## src/rtl/pfc_pkg.sv

```systemverilog
package pfc_pkg;
  typedef enum logic [2:0] {
    RSP_IDLE,
    RSP_DONE,
    RSP_WAIT,
    RSP_ERR,
    RSP_PF
  } rsp_e;
endpackage

```

## src/rtl/pfc_classify.sv

```systemverilog
module pfc_classify
  import pfc_pkg::*;
(
  input  logic valid_i,
  input  logic hold_i,
  input  logic pending_i,
  input  logic restart_i,
  input  logic legal_i,
  input  logic hit_i,
  input  logic resident_i,
  output rsp_e rsp_o,
  output logic fill_o,
  output logic fault_o
);
  // legality first, then hit, then residency
  always_comb begin
    rsp_o   = RSP_IDLE;
    fill_o  = 1'b0;
    fault_o = 1'b0;
    if (valid_i) begin
      if (hold_i) begin
        rsp_o = RSP_WAIT;
      end else if (!legal_i) begin
        rsp_o = RSP_ERR;
      end else if (hit_i) begin
        rsp_o = RSP_DONE;
      end else if (resident_i) begin
        rsp_o  = RSP_WAIT;
        fill_o = 1'b1;
      end else if (pending_i) begin
        rsp_o = RSP_WAIT;
      end else begin
        fault_o = 1'b1;
        rsp_o   = restart_i ? RSP_PF : RSP_WAIT;
      end
    end
  end
endmodule

```

## src/rtl/pfc_hold_flop.sv

```systemverilog
module pfc_hold_flop (
  input  logic clk_i,
  input  logic rst_ni,
  input  logic set_i,
  input  logic release_i,
  output logic hold_o
);
  always_ff @(posedge clk_i or negedge rst_ni) begin
    if (!rst_ni)                 hold_o <= 1'b0;
    else if (set_i)              hold_o <= 1'b1;
    else if (release_i && hold_o) hold_o <= 1'b0;
  end
endmodule

```

## src/rtl/pfc_svc_latch.sv

```systemverilog
module pfc_svc_latch #(
  parameter int ADDR_W = 32
) (
  input  logic              clk_i,
  input  logic              rst_ni,
  input  logic              capture_i,
  input  logic [ADDR_W-1:0] addr_i,
  input  logic              we_i,
  input  logic              ack_i,
  output logic              req_o,
  output logic [ADDR_W-1:0] addr_o,
  output logic              we_o
);
  always_ff @(posedge clk_i or negedge rst_ni) begin
    if (!rst_ni)        req_o <= 1'b0;
    else if (capture_i) req_o <= 1'b1;
    else if (ack_i)     req_o <= 1'b0;
  end

  // address loads only on capture, so it is stable while req_o is high
  always_ff @(posedge clk_i or negedge rst_ni) begin
    if (!rst_ni) begin
      addr_o <= '0;
      we_o   <= 1'b0;
    end else if (capture_i) begin
      addr_o <= addr_i;
      we_o   <= we_i;
    end
  end
endmodule

```

## src/rtl/page_fault_ctrl.sv

```systemverilog
module page_fault_ctrl
  import pfc_pkg::*;
#(
  parameter int ADDR_W = 32
) (
  input  logic              clk_i,
  input  logic              rst_ni,
  input  logic              mode_restart_i,
  input  logic              req_valid_i,
  input  logic [ADDR_W-1:0] req_addr_i,
  input  logic              req_we_i,
  output logic              req_ready_o,
  output logic              req_wait_o,
  output logic              req_err_o,
  output logic              req_pf_o,
  input  logic              lk_hit_i,
  input  logic              lk_legal_i,
  input  logic              lk_resident_i,
  output logic              fill_req_o,
  output logic              svc_req_o,
  output logic [ADDR_W-1:0] svc_addr_o,
  output logic              svc_we_o,
  input  logic              svc_ack_i,
  input  logic              svc_release_i
);
  rsp_e rsp;
  logic hold_q;
  logic fault_evt;

  pfc_classify u_classify (
    .valid_i    (req_valid_i),
    .hold_i     (hold_q),
    .pending_i  (svc_req_o),
    .restart_i  (mode_restart_i),
    .legal_i    (lk_legal_i),
    .hit_i      (lk_hit_i),
    .resident_i (lk_resident_i),
    .rsp_o      (rsp),
    .fill_o     (fill_req_o),
    .fault_o    (fault_evt)
  );

  pfc_hold_flop u_hold (
    .clk_i     (clk_i),
    .rst_ni    (rst_ni),
    .set_i     (fault_evt && !mode_restart_i),
    .release_i (svc_release_i),
    .hold_o    (hold_q)
  );

  pfc_svc_latch #(.ADDR_W(ADDR_W)) u_svc (
    .clk_i     (clk_i),
    .rst_ni    (rst_ni),
    .capture_i (fault_evt),
    .addr_i    (req_addr_i),
    .we_i      (req_we_i),
    .ack_i     (svc_ack_i),
    .req_o     (svc_req_o),
    .addr_o    (svc_addr_o),
    .we_o      (svc_we_o)
  );

  assign req_ready_o = (rsp == RSP_DONE);
  assign req_wait_o  = (rsp == RSP_WAIT);
  assign req_err_o   = (rsp == RSP_ERR);
  assign req_pf_o    = (rsp == RSP_PF);
endmodule

```

## config.mk

```make
export PLATFORM = sky130hd
export DESIGN_NAME = page_fault_ctrl
export DESIGN_NICKNAME = d
export VERILOG_FILES = /design/src/rtl/pfc_pkg.sv /design/src/rtl/pfc_classify.sv /design/src/rtl/pfc_hold_flop.sv /design/src/rtl/pfc_svc_latch.sv /design/src/rtl/page_fault_ctrl.sv
export SDC_FILE = /design/constraint.sdc
export NUM_CORES = 1
export LEC_CHECK = 0
export ABC_AREA = 1
export BUFFER_PORTS_ARGS = -buffer_cell sky130_fd_sc_hd__buf_2
export CORE_MARGIN = 1
export CORE_UTILIZATION = 47
export CTS_CLUSTER_DIAMETER = 120
export DETAILED_ROUTE_END_ITERATION = 12
export PLACE_DENSITY = 0.84
export SYNTH_ARGS = -nofsm -noshare
export SYNTH_HDL_FRONTEND = slang
export SYNTH_HIERARCHICAL = 1
export SYNTH_SLANG_ARGS = --single-unit
```

## constraint.sdc

```tcl
create_clock -name clk_i -period 2.4 [get_ports clk_i]
set_input_delay 0.12 -clock clk_i [delete_from_list [all_inputs] [get_ports clk_i]]
set_output_delay 0.12 -clock clk_i [all_outputs]
set_load 0.1 [all_outputs]
```

# [After elaboration in Yosys (flattened, before gate mapping)]
# Cells that the tools add are included.
[op_classes] muxes=22 n_reduce_logical=5 n_eq_ne=4
[op_table] cell="$mux 3" count=7
[op_table] cell="$mux 1" count=15
[op_table] cell="$eq 3x2->1 const B" count=2
[op_table] cell="$reduce_bool 2->1" count=2
[op_table] cell="$eq 3x1->1 const B" count=1
[op_table] cell="$eq 3x3->1 const B" count=1
[op_table] cell="$logic_and 1x1->1" count=2
[op_table] cell="$logic_not 1->1" count=1
[totals] in_bits=42 output_inout_bits=39 ff_bits=35

# [Depth between registers and ports, before layout]
[logic_depth] depth_word=8 depth_mapped=9 mapped_depth_nobuf=8

# [By module]
# Netlist, hierarchy kept.
[by_module_without_submodules] mod="pfc_svc_latch" cells_per_inst=144 seq_area_each_um2=850.8 instances=1 area_each_um2=1342.5
[by_module_without_submodules] mod="pfc_classify" cells_per_inst=17 seq_area_each_um2=0.0 instances=1 area_each_um2=76.3
[by_module_without_submodules] mod="page_fault_ctrl" cells_per_inst=11 seq_area_each_um2=0.0 instances=1 area_each_um2=41.3
[by_module_without_submodules] mod="pfc_hold_flop" cells_per_inst=5 seq_area_each_um2=25.0 instances=1 area_each_um2=40.0

# [Worst setup path before layout]
# OpenSTA, ideal clock, no wires.
[synth_timing] kind="reg-to-output" start="register u_svc.req_o" end="output req_err_o" setup_slack_ns=-0.434 stages_incl_launch_ff=7 arrival_time_ns=2.714 n_path_buf=0 path_cell_list="dfrtp_1 nor2_1 nand2_1 nand2_1 a21oi_1 nand2_1 nor2_1"
[synth_between] elab_chain_cells=7
[synth_rtl] item="start: declaration" line="pfc_svc_latch.sv:10" text="output logic req_o,"
[synth_rtl] item="start signal: assignment" line="pfc_svc_latch.sv:15" text="if (!rst_ni) req_o <= 1'b0;"
[synth_rtl] item="start signal: assignment" line="pfc_svc_latch.sv:16" text="else if (capture_i) req_o <= 1'b1;"
[synth_rtl] item="start signal: assignment" line="pfc_svc_latch.sv:17" text="else if (ack_i) req_o <= 1'b0;"
[synth_rtl] item="$mux 3" line="pfc_classify.sv:30" text="end else if (pending_i) begin"
[synth_rtl] item="$mux 3" line="pfc_classify.sv:27" text="end else if (resident_i) begin"
[synth_rtl] item="$mux 3" line="pfc_classify.sv:25" text="end else if (hit_i) begin"
[synth_rtl] item="$mux 3" line="pfc_classify.sv:23" text="end else if (!legal_i) begin"
[synth_rtl] item="$mux 3" line="pfc_classify.sv:21" text="if (hold_i) begin"
[synth_rtl] item="$mux 3" line="pfc_classify.sv:20" text="if (valid_i) begin"
[synth_rtl] item="named net rsp[1]" line="page_fault_ctrl.sv:26" text="rsp_e rsp;"
[synth_rtl] item="$eq 3x2->1" line="page_fault_ctrl.sv:65" text="assign req_err_o = (rsp == RSP_ERR);"
[synth_rtl] item="end: declaration" line="page_fault_ctrl.sv:14" text="output logic req_err_o,"
# The timed path passes the listed nets, and every way through them passes these cells.

# [Worst setup path after layout]
[layout_timing] start="register u_hold.hold_o" end="output req_err_o"
[layout_between] elab_chain_cells=3
[layout_rtl] item="start: declaration" line="pfc_hold_flop.sv:6" text="output logic hold_o"
[layout_rtl] item="start signal: assignment" line="pfc_hold_flop.sv:9" text="if (!rst_ni) hold_o <= 1'b0;"
[layout_rtl] item="start signal: assignment" line="pfc_hold_flop.sv:10" text="else if (set_i) hold_o <= 1'b1;"
[layout_rtl] item="start signal: assignment" line="pfc_hold_flop.sv:11" text="else if (release_i && hold_o) hold_o <= 1'b0;"
[layout_rtl] item="$mux 3" line="pfc_classify.sv:21"
[layout_rtl] item="$mux 3" line="pfc_classify.sv:20"
[layout_rtl] item="named net rsp[0]" line="page_fault_ctrl.sv:26"
[layout_rtl] item="$eq 3x2->1" line="page_fault_ctrl.sv:65"
# The timed path passes the listed nets, and every way through them passes these cells.

==> impl_metrics.csv <==
group,metric,value,unit
final_layout,final_nets,332,
placement,place.gp.congestion,0.697,
routing,detail-route-antenna-nets,0,
yosys,synth-simple-area-share,0.330,
routing,via_per_inst,4.39,
setup_path,crit_top_cell,"sky130_fd_sc_hd__nor2_1",
hold_path,min_delay_startpoint,"req_addr_i[3]",
setup_path,max_stage_delay,0.43,ns
timing,worst-slew-pin-transition,0.748,ns
setup_path,cell_with_the_largest_stage_delay_on_the_worst_path,"sky130_fd_sc_hd__buf_2",
timing,fin_crit_sh,0.790,
cts,cts_inserted_buffers,5,
timing,slew_headroom,0.502,
yosys,syn-cell-area,1500,um2
yosys,yosysSeqAreaShare,0.584,
placement,detailedPlacementHpwl,2.28,mm
final_layout,mostFrequentLayoutCell,"sky130_fd_sc_hd__nand2_1",
final_layout,filler_cell_count,240,
yosys,synth_cell_type_count,12,
global_route,antenna_violations_before_repair,0,
global_route,grt_start_max_net_pins,36,
setup_path,cp_launch_type,"register",
timing,rsz0062_at_grt,"no",
die,dieWidth,58.5,um
routing,routedWlPerCell,10.8,um
setup_path,timing.critical_path.cells,"or2_4 -> nor2_1 -> inv_1 -> nor2_1 -> buf_2",
yosys,synthCells,177,
timing,final_period_minus_worst_setup_slack,1.90,ns
timing,finalMaxSlewViolations,0,
cts,max-clock-path-buffers,2,
routing,detail_route.drc_violations,0,
yosys,largest_family_of_logic_cells_by_synthesized_area,"simple AND/OR/NAND/NOR gates",
timing,report.final.hold_viol_count,0,
setup_path,worstPathMaxFanout,4,
setup_path,critPathRequiredTime,2.28,ns
final_layout,layout.core_utilization,0.746,
routing,detail_route.wirelength,3.61,mm
timing,setup_viol_count_final,0,
setup_path,crit_path_from,"u_hold/hold_o",
yosys,xor_and_xnor_fraction_of_the_mapped_netlist_area,0,
setup_path,worstSetupEndpointType,"output port",
outcome,run_status,"finished clean",
power,ir_drop,607,uV
global_route,via_count_of_the_first_global_routing_pass,1375,
yosys,synthesis.nets,219,
cts,worst_skew_pair.late_latency,0.33,ns
cts,ctsHtreeMaxLevel,2,
routing,detail_route.first_pass.iterations,3,
final_layout,fraction_of_final_layout_cells_sized_beyond_drive_strength_1,0.347,
die,fp.dieArea,3420,um2
final_layout,layout.area.seq,876,um2
final_layout,antenna_diode_instance_count,0,
die,floorplan.core_area,3030,um2
yosys,synth-compound-area-share,0.00334,
job,max_cap_viols,0,
global_route,globalRouteTotalUtil,0.227,
routing,drt_first_iter_violations,81,
final_layout,final_cell_count_no_fill,335,
placement,buffer_ports.inserted,80,
yosys,synth_seq_cells,35,
die,fp-row-count,20,
cts,clock_sink_count,35,
final_layout,multi_input_area,503,um2
timing,timing.fmax,527,MHz
cts,cts.repair_timing.setup_buffer_count,0,
yosys,synth-adder-area-share,0,
cts,clkTransAtPathRegs,0.10,ns
global_route,grt_overflow_total,0,
yosys,synth.mux.area_fraction,0,
setup_path,crit-reg2reg-launch,"u_hold/hold_o",
die,initial_cell_density_of_the_core,0.495,
final_layout,commonest_non_fill_non_tap_cells_in_the_layout,"sky130_fd_sc_hd__nand2_1 (101), sky130_fd_sc_hd__buf_2 (80), sky130_fd_sc_hd__dfrtp_1 (35)",
die,die_height,58.5,um
yosys,synthesis.yosys.warnings,6,
setup_path,timing.critical_path.arrival,1.78,ns
power,leakage_power_figure,1.34,nW
yosys,syn-mean-instance-area,8.48,um2
placement,numPlacedInstances,296,
power,power.density_cell_area,981,nW/um2
setup_path,timing.reg2reg.setup_slack,0.97,ns
cts,cts_tree,"done",
die,design.portCount,81,
final_layout,syn_to_final_growth,50.5,%
cts,clock_root_buffer,"sky130_fd_sc_hd__clkbuf_4",
setup_path,criticalPathCategory,"register to output port",
global_route,grt_first_pass_wirelength,5.74,mm
timing,fin_skew,0.0137,ns
routing,vias,1470,
hold_path,hold_path_class,"input port to register",
[flip-flops by register name, indices dropped and copies added, names as in the netlist]
register,cells
u_svc/req_o,1
u_hold/hold_o,1
u_svc/addr_o,32
u_svc/we_o,1
[kinds of logic after synthesis]
logic type / count (synthesis)
and+or+nand+nor: 123
DFF: 35
buffers and inverters: 18
AOI/OAI and AO/OA: 1
[worst max-delay path: cells and delay by family (launching register included)]
family	cells	cell delay (ns)
buffers and inverters	2	0.51
AND/OR/NAND/NOR	3	0.55
flip-flops	1	0.40
[cell usage after synthesis (all sizes together)]
library cell / instances / share of area
nor3: 1 / 0.0067
nor2: 11 / 0.028
nand2: 110 / 0.29
a21oi: 1 / 0.0033
inv: 11 / 0.033
dfrtp: 35 / 0.58
or2: 1 / 0.0058
buf: 7 / 0.050
[routing by layer]
metal,vias up,GRT usage,routed length (um)
li1,745,-,-
met1,675,0.256,1510
met2,48,0.427,1920
met3,2,0.0615,176
met4,0,0.0510,13
met5,-,0,0
[report_power, final]
part	internal [mW]	switching, mW
clock	0.114	0.182
combinational	0.184	0.976
sequential	0.696	0.0628
total	0.994	1.22
[per-stage QoR]
step                power [mW]  TNS [ns]  setup slack (ns)  cell area, um2  hold WS, ns
finish                    2.21         0             0.503            2260      0.00701
CTS                       2.22         0             0.487            2240     0.000538
global placement          1.88         0             0.902            1900        0.221
floorplan                 1.70     -1.42            -0.434            1500       -0.176
global route              2.31         0             0.411            2260      0.00789
detailed placement        1.89         0             0.854            1900        0.230
[worst paths after layout]
kind | to | depth (start not counted)
setup / recovery | req_err_o | 5
hold / removal | u_svc/addr_o[3] | 3
setup reg to reg | u_svc/addr_o[5] | 6
hold reg to reg | u_svc/addr_o[6] | 2
max in group asynchronous | u_svc/addr_o[30] | 2
min in group asynchronous | u_svc/addr_o[7] | 2
[area by class of cell]
type	instances	area share
sequential	35	0.388
timing repair buffer	113	0.321
multi-input combinational	124	0.223
tap	44	0.0244
inverter	11	0.0216
clock buffer	7	0.0199
clock inverter	1	0.00222
[what timing repair did]
action | CTS | global route
gates resized for setup | 0 | 0
hold buffers | 29 | 2
hold endpoints to repair | 63 | 2
(Power assumes the default switching activity.)
